File: src/rtl/ptlb_pkg.sv
package ptlb_pkg;
    parameter int unsigned VA_W  = 32;
    parameter int unsigned OFF_W = 12;
    parameter int unsigned PFN_W = 20;
    localparam int unsigned VPN_W = VA_W - OFF_W;
    localparam int unsigned PA_W  = PFN_W + OFF_W;

    typedef logic [VPN_W-1:0] vpn_t;
    typedef logic [PFN_W-1:0] pfn_t;
    typedef logic [OFF_W-1:0] off_t;

    typedef struct packed {
        logic valid;
        logic rd_ok;
        logic wr_ok;
        vpn_t vpn;
        pfn_t pfn;
    } slot_t;

    typedef struct packed {
        logic rd_ok;
        logic wr_ok;
        vpn_t vpn;
        pfn_t pfn;
    } fill_req_t;

    typedef struct packed {
        logic hit;
        logic rd_ok;
        logic wr_ok;
        pfn_t pfn;
    } lookup_res_t;

    typedef enum logic [1:0] {
        SRC_SAME   = 2'd0,
        SRC_FREE   = 2'd1,
        SRC_RANDOM = 2'd2
    } victim_src_e;

    // Maximal-length feedback masks for small shift registers.
    function automatic logic [7:0] lfsr_mask(input int unsigned w);
        case (w)
            2:       return 8'h03;
            3:       return 8'h06;
            4:       return 8'h0C;
            5:       return 8'h14;
            6:       return 8'h30;
            7:       return 8'h60;
            default: return 8'hB8;
        endcase
    endfunction
endpackage

File: src/rtl/ptlb_victim_lfsr.sv
module ptlb_victim_lfsr
    import ptlb_pkg::*;
#(
    parameter int unsigned W = 4
) (
    input  logic         clk,
    input  logic         rst,
    output logic [W-1:0] state
);
    localparam logic [7:0]   MASK8 = lfsr_mask(W);
    localparam logic [W-1:0] TAPS  = MASK8[W-1:0];

    logic [W-1:0] state_q;

    always_ff @(posedge clk) begin
        if (rst) state_q <= W'(1);
        else     state_q <= {state_q[W-2:0], ^(state_q & TAPS)};
    end

    assign state = state_q;


    lfsr_nonzero_chk: assert property (@(posedge clk) disable iff (rst)
        state_q != '0);
endmodule

File: src/rtl/ptlb_victim_sel.sv
module ptlb_victim_sel
    import ptlb_pkg::*;
#(
    parameter int unsigned N  = 16,
    parameter int unsigned IW = $clog2(N)
) (
    input  logic [N-1:0]  fl_match,
    input  logic [N-1:0]  valid_vec,
    input  logic [IW-1:0] rnd,
    output logic [IW-1:0] idx,
    output victim_src_e   src
);
    always_comb begin
        idx = rnd;
        src = SRC_RANDOM;
        for (int i = N - 1; i >= 0; i--) begin
            if (!valid_vec[i]) begin
                idx = IW'(i);
                src = SRC_FREE;
            end
        end
        for (int i = 0; i < N; i++) begin
            if (fl_match[i]) begin
                idx = IW'(i);
                src = SRC_SAME;
            end
        end
    end


    always_comb begin
        random_only_when_full_chk: assert (src != SRC_RANDOM || (&valid_vec));
    end
endmodule

File: src/rtl/ptlb_entry_array.sv
module ptlb_entry_array
    import ptlb_pkg::*;
#(
    parameter int unsigned N  = 16,
    parameter int unsigned IW = $clog2(N)
) (
    input  logic          clk,
    input  logic          rst,
    input  logic          inv_all,
    input  logic          wr_en,
    input  logic [IW-1:0] wr_idx,
    input  fill_req_t     wr_data,
    input  vpn_t          lk_vpn,
    input  vpn_t          fl_vpn,
    output logic [N-1:0]  lk_match,
    output logic [N-1:0]  fl_match,
    output logic [N-1:0]  valid_vec,
    output lookup_res_t   lk_res
);
    pfn_t       pfn_arr [N];
    logic [N-1:0] rd_arr;
    logic [N-1:0] wr_arr;

    for (genvar g = 0; g < N; g++) begin : g_slot
        slot_t slot_q;

        always_ff @(posedge clk) begin
            if (rst || inv_all) begin
                slot_q.valid <= 1'b0;
            end else if (wr_en && wr_idx == IW'(g)) begin
                slot_q <= '{valid: 1'b1, rd_ok: wr_data.rd_ok, wr_ok: wr_data.wr_ok,
                            vpn: wr_data.vpn, pfn: wr_data.pfn};
            end
        end

        assign lk_match[g]  = slot_q.valid && (slot_q.vpn == lk_vpn);
        assign fl_match[g]  = slot_q.valid && (slot_q.vpn == fl_vpn);
        assign valid_vec[g] = slot_q.valid;
        assign pfn_arr[g]   = slot_q.pfn;
        assign rd_arr[g]    = slot_q.rd_ok;
        assign wr_arr[g]    = slot_q.wr_ok;
    end

    // One-hot select: OR together the fields of the matching slot.
    always_comb begin
        lk_res = '0;
        for (int i = 0; i < N; i++) begin
            if (lk_match[i]) begin
                lk_res.hit   = 1'b1;
                lk_res.rd_ok = lk_res.rd_ok | rd_arr[i];
                lk_res.wr_ok = lk_res.wr_ok | wr_arr[i];
                lk_res.pfn   = lk_res.pfn | pfn_arr[i];
            end
        end
    end


    single_match_chk: assert property (@(posedge clk) disable iff (rst)
        $onehot0(lk_match));


    flush_clears_chk: assert property (@(posedge clk) disable iff (rst)
        inv_all |=> (valid_vec == '0));


    reset_empty_chk: assert property (@(posedge clk) disable iff (rst)
        $past(rst) |-> (valid_vec == '0));
endmodule

File: src/rtl/ptlb_top.sv
module ptlb_top
    import ptlb_pkg::*;
#(
    parameter int unsigned ENTRIES = 16
) (
    input  logic              clk,
    input  logic              rst,
    input  logic              inv_all,
    input  logic [VA_W-1:0]   lk_vaddr,
    input  logic              lk_write,
    input  logic              fill_en,
    input  logic [VPN_W-1:0]  fill_vpn,
    input  logic [PFN_W-1:0]  fill_pfn,
    input  logic              fill_rd_ok,
    input  logic              fill_wr_ok,
    output logic              lk_hit,
    output logic              lk_fault,
    output logic              lk_pa_valid,
    output logic [PA_W-1:0]   lk_paddr
);
    localparam int unsigned IW = $clog2(ENTRIES);

    logic [ENTRIES-1:0] lk_match, fl_match, valid_vec;
    logic [IW-1:0]      rnd_idx, wr_idx;
    victim_src_e        src;
    lookup_res_t        res;
    fill_req_t          req;
    logic               wr_en, allowed;
    vpn_t               lk_vpn;
    off_t               lk_off;

    assign lk_vpn = lk_vaddr[VA_W-1:OFF_W];
    assign lk_off = lk_vaddr[OFF_W-1:0];
    assign req    = '{rd_ok: fill_rd_ok, wr_ok: fill_wr_ok, vpn: fill_vpn, pfn: fill_pfn};
    assign wr_en  = fill_en && !inv_all;

    ptlb_victim_lfsr #(.W(IW)) lfsr_i (
        .clk   (clk),
        .rst   (rst),
        .state (rnd_idx)
    );

    ptlb_victim_sel #(.N(ENTRIES), .IW(IW)) sel_i (
        .fl_match  (fl_match),
        .valid_vec (valid_vec),
        .rnd       (rnd_idx),
        .idx       (wr_idx),
        .src       (src)
    );

    ptlb_entry_array #(.N(ENTRIES), .IW(IW)) arr_i (
        .clk       (clk),
        .rst       (rst),
        .inv_all   (inv_all),
        .wr_en     (wr_en),
        .wr_idx    (wr_idx),
        .wr_data   (req),
        .lk_vpn    (lk_vpn),
        .fl_vpn    (fill_vpn),
        .lk_match  (lk_match),
        .fl_match  (fl_match),
        .valid_vec (valid_vec),
        .lk_res    (res)
    );

    always_comb begin
        allowed     = lk_write ? res.wr_ok : res.rd_ok;
        lk_hit      = res.hit;
        lk_fault    = res.hit && !allowed;
        lk_pa_valid = res.hit && allowed;
        lk_paddr    = lk_pa_valid ? {res.pfn, lk_off} : '0;
    end


    fault_blocks_addr_chk: assert property (@(posedge clk) disable iff (rst)
        lk_fault |-> (!lk_pa_valid && lk_paddr == '0));


    miss_quiet_chk: assert property (@(posedge clk) disable iff (rst)
        !lk_hit |-> (!lk_fault && !lk_pa_valid));


    refill_no_growth_chk: assert property (@(posedge clk) disable iff (rst)
        (wr_en && (|fl_match)) |=> ($countones(valid_vec) == $past($countones(valid_vec))));
endmodule

File: config.mk
export PLATFORM = sky130hd
export DESIGN_NAME = ptlb_top
export DESIGN_NICKNAME = d
export VERILOG_FILES = /design/src/rtl/ptlb_pkg.sv /design/src/rtl/ptlb_victim_lfsr.sv /design/src/rtl/ptlb_victim_sel.sv /design/src/rtl/ptlb_entry_array.sv /design/src/rtl/ptlb_top.sv
export SDC_FILE = /design/constraint.sdc
export NUM_CORES = 1
export LEC_CHECK = 0
export BUFFER_PORTS_ARGS = -buffer_cell sky130_fd_sc_hd__buf_4
export CORE_MARGIN = 1.5
export CORE_UTILIZATION = 62
export CTS_CLUSTER_DIAMETER = 50
export DETAILED_ROUTE_END_ITERATION = 6
export PLACE_DENSITY = 0.8
export SLEW_MARGIN = 20
export SYNTH_ARGS = -nofsm -noshare
export SYNTH_HDL_FRONTEND = slang
export SYNTH_SLANG_ARGS = --single-unit
File: constraint.sdc
create_clock -name clk -period 7.6 [get_ports clk]
set_clock_uncertainty 0.05 [all_clocks]
set_input_delay 0.38 -clock clk [delete_from_list [all_inputs] [get_ports clk]]
set_output_delay 0.38 -clock clk [all_outputs]
set_load 0.02 [all_outputs]
==> impl_summary.txt <==
----------------------------------------------------
[Logic synthesis]
  Number of storage elements in the synthesis netlist ... 692
  Synth Area in Simple Gates ... 6.940%
  Commonest cells post-synth ... sky130_fd_sc_hd__edfxtp_1, sky130_fd_sc_hd__xnor2_1, sky130_fd_sc_hd__xor2_1
  Dominant cells by area after synthesis ... sky130_fd_sc_hd__edfxtp_1, sky130_fd_sc_hd__xnor2_1, sky130_fd_sc_hd__xor2_1
  Count of yosys warnings during synthesis ... 0
  Most used standard cell by instance count after synthesis ... sky130_fd_sc_hd__edfxtp_1
  Post-synth cell types ... 57
  Dominant combinational cell family by area after synthesis ... XOR/XNOR gates
  Nets in the synthesized netlist ... 2149
  Mean area per synthesized cell ... 15.03 um^2
  Post-synthesis share of cell area spent on xor and xnor gates ... 18.01%
  Cell type contributing the most total cell area after synthesis ... sky130_fd_sc_hd__edfxtp_1
  Post-synthesis mux area share ... 0%
  Share of the synthesized area in the top cell type ... 64.84%
  Cell area after synthesis ... 0.03112 mm^2
  Share of synthesized registers carrying an async set or reset ... 0%
  Synth Instances ... 2070
  Register area share after synthesis ... 66.13%
  Prevailing post-synth register cell ... sky130_fd_sc_hd__edfxtp_1
  Complex-gate fraction of the synthesized area ... 6.232%
  EDFF count, synth ... 672
  Post-Synth Adder-Cell Area ... 0%

[Global route]
  Gr busiest metal ... met2
  Global Route met2 Usage ... 57.94%
  Fraction of met1 tracks used by global routing ... 45.87%
  Via count of the first global-routing pass ... 20100
  Total overflow reported by the global router ... 0
  First-pass GRT wire length ... 130000 um
  Initial antenna violation count ... 0
  Met3 routing resource usage after global routing ... 6.789%
  Pin count of the biggest net entering global routing ... 43
  All-Layer GR Usage ... 35.46%

[Clocking]
  Maximum buffer depth of the clock tree ... 3
  Clock tree sinks ... 692
  Number of CTS-inserted buffers ... 77
  Cts-stage hold buffer count ... 23
  Post_cts resized ... 0
  Clock Pin Slew Worst Setup and Hold Paths ... 0.05 ns
  TritonCTS clock tree ... built
  H-tree levels ... 3
  Clock latency on the worst-skew pair ... 0.65 ns
  Post-CTS Setup Inserts ... 0
  Clock root buffer ... sky130_fd_sc_hd__clkbuf_16

[Power and ir drop]
  Net switching power ... 1880 uW
  Power Internal ... 6460 uW
  PwrDens ... 236.7 mW/mm^2
  Leakage Power ... 0.01129 uW
  VDD IR max ... 0.0002471 V
  Power share of the clock group ... 44.4%
  Flop pwr share ... 50.4%
  Switching power share of the total ... 22.55%
  Part of the power in combinational logic ... 5.3%

[Floorplan]
  Die X-Extent ... 227.0 um
  Die outline area ... 0.05155 mm^2
  Die extent in y ... 227.0 um
  Starting utilization of the core area ... 63.18%
  Io pins ... 114
  Core Rows ... 81
  Std-Cell Core Area ... 0.04925 mm^2

[Cells and area]
  Fraction of layout cells with a size suffix above 1 ... 13.79%
  Number of antenna cells inserted ... 0
  Final Util ... 71.54%
  Net count of the finished layout ... 2278
  Synthesis-to-layout area growth ... 13.23%

[Timing]
  Count of final hold-check violations ... 0
  Setup repair after global routing missed its margin ... false
  Post-route minimum period ... 4.842 ns
  Slew HR ... 27.69%
  Highest attainable clock frequency ... 0.2065 GHz
  Final setup violation count ... 0
  Max-slew violations ... 0
  Setup_tns ... 0 ns
  Measured slew at the worst slew-check pin ... 1.081 ns
  Crit share post-route ... 63.71%

[Setup path]
  Critical Path Start Type ... register
  Critical path fanouts, max ... 34
  Critical path class ... reg -> out
  Crit path required time ... 7.17 ns
  Data arrival time at the worst-slack endpoint ... 4.41 ns
  Type of destination of the critical path ... primary output

[Routing]
  Routed via count ... 19630
  Count of antenna-violating nets left after detailed routing ... 0
  First-iteration detailed-routing DRC count ... 2555
  DRC viols ... 0
  Post-DR wirelength/cell ... 30.62 um
  Routed wire length ... 89580 um
  Via density per instance ... 6.710
  First-pass iteration count of the detailed router ... 6

[Placed design]
  Number of buffer cells added on primary ports ... 113
  Post-DP HPWL ... 48010 um
  Routability cong. ... 0.9387

[Worst hold path]
  Worst hold path class ... in -> reg

[Run]
  MaxCap Viol Count ... 0

[Outcome]
  Run status ... completed

----------------------------------------------------
## layout by cell type, fill, tap and decap left out, types with 23 or more instances in the layout
cell and n:
sky130_fd_sc_hd__a22oi_1 84, sky130_fd_sc_hd__a22o_1 44, sky130_fd_sc_hd__a221oi_1 45, sky130_fd_sc_hd__nand4_1 108, sky130_fd_sc_hd__nand2_1 31, sky130_fd_sc_hd__xnor2_1 366, sky130_fd_sc_hd__clkbuf_16 78, sky130_fd_sc_hd__nor4_1 75
sky130_fd_sc_hd__dlygate4sd3_1 23, sky130_fd_sc_hd__buf_4 146, sky130_fd_sc_hd__xor2_1 274, sky130_fd_sc_hd__nand3_1 71, sky130_fd_sc_hd__edfxtp_1 672
## layer usage
metal  routed length (um)  share of wire, %
met1                32170                36
met2                42700                48
met3                 9842                11
met4                 4876               5.4
met5                    0                 0
## path summary, 6_finish.rpt
path                              start                    endpoint  slack, ns  cells after the start
min                             inv_all          arr_i.valid_vec[6]       0.16                      4
max          arr_i.g_slot[1].slot_q[30]                lk_paddr[18]       2.76                      9
max reg2reg  arr_i.g_slot[5].slot_q[22]  arr_i.g_slot[8].slot_q[37]       3.07                     10
min reg2reg             lfsr_i.state[1]             lfsr_i.state[2]       0.44                      1
## registers in the layout (all words and copies together), names as in the netlist
signal and cells:
arr_i.g_slot.slot_q 672, arr_i.valid_vec 16, lfsr_i.state 4
## critical path: stages, from the launching register on
cell and delay (ns):
sky130_fd_sc_hd__edfxtp_1 0.42, sky130_fd_sc_hd__xor2_1 0.17, sky130_fd_sc_hd__nor4_1 0.34, sky130_fd_sc_hd__nand4_1 0.24
sky130_fd_sc_hd__nor4_4 0.91, sky130_fd_sc_hd__a222oi_1 0.27, sky130_fd_sc_hd__nand4_1 0.17, sky130_fd_sc_hd__o22a_2 0.75
sky130_fd_sc_hd__o21a_1 0.32, sky130_fd_sc_hd__buf_4 0.17
## metrics by stage
| step | setup slack, ns | power, uW | instance area [um^2] | cells | hold slack [ns] |
|---|---|---|---|---|---|
| finish | 2.758 | 8340 | 35240 | 2926 | 0.1634 |
| global route | 2.693 | 8495 | 35240 | 2926 | 0.1742 |
| CTS | 2.902 | 8332 | 35240 | 2926 | 0.1527 |
| detailed placement | 2.670 | 4694 | 32500 | 2761 | 0.4355 |
| global placement | 2.726 | 4686 | 32500 | 2761 | 0.4212 |
| floorplan | 0.8978 | 4535 | 31120 | 2070 | 0.3881 |
## power by group through the flow
stage,Sequential (uW),Combinational [uW],Clock (uW)
after detailed placement,4280,414,0
final,4200,438,3700
after CTS,4200,427,3700
after floorplan,4280,254,0
after global routing,4200,455,3840
after global placement,4280,406,0
## final cells by class
type | count | area, um^2
sequential | 692 | 20580
fill | 3150 | 14020
multi-input combinational | 1248 | 9952
clock buffer | 95 | 2016
timing repair buffer | 169 | 1326
tap | 664 | 830.8
clock inverter | 47 | 491.7
inverter | 11 | 41.29
## logic make-up (layout without fill, tap and decap cells)
family,count (synthesis),count (layout)
compound gates,241,241
xor+xnor,640,640
buf+inv,130,322
flops,692,692
simple gates,367,367
Note: power is estimated with default switching activity, not from simulation.
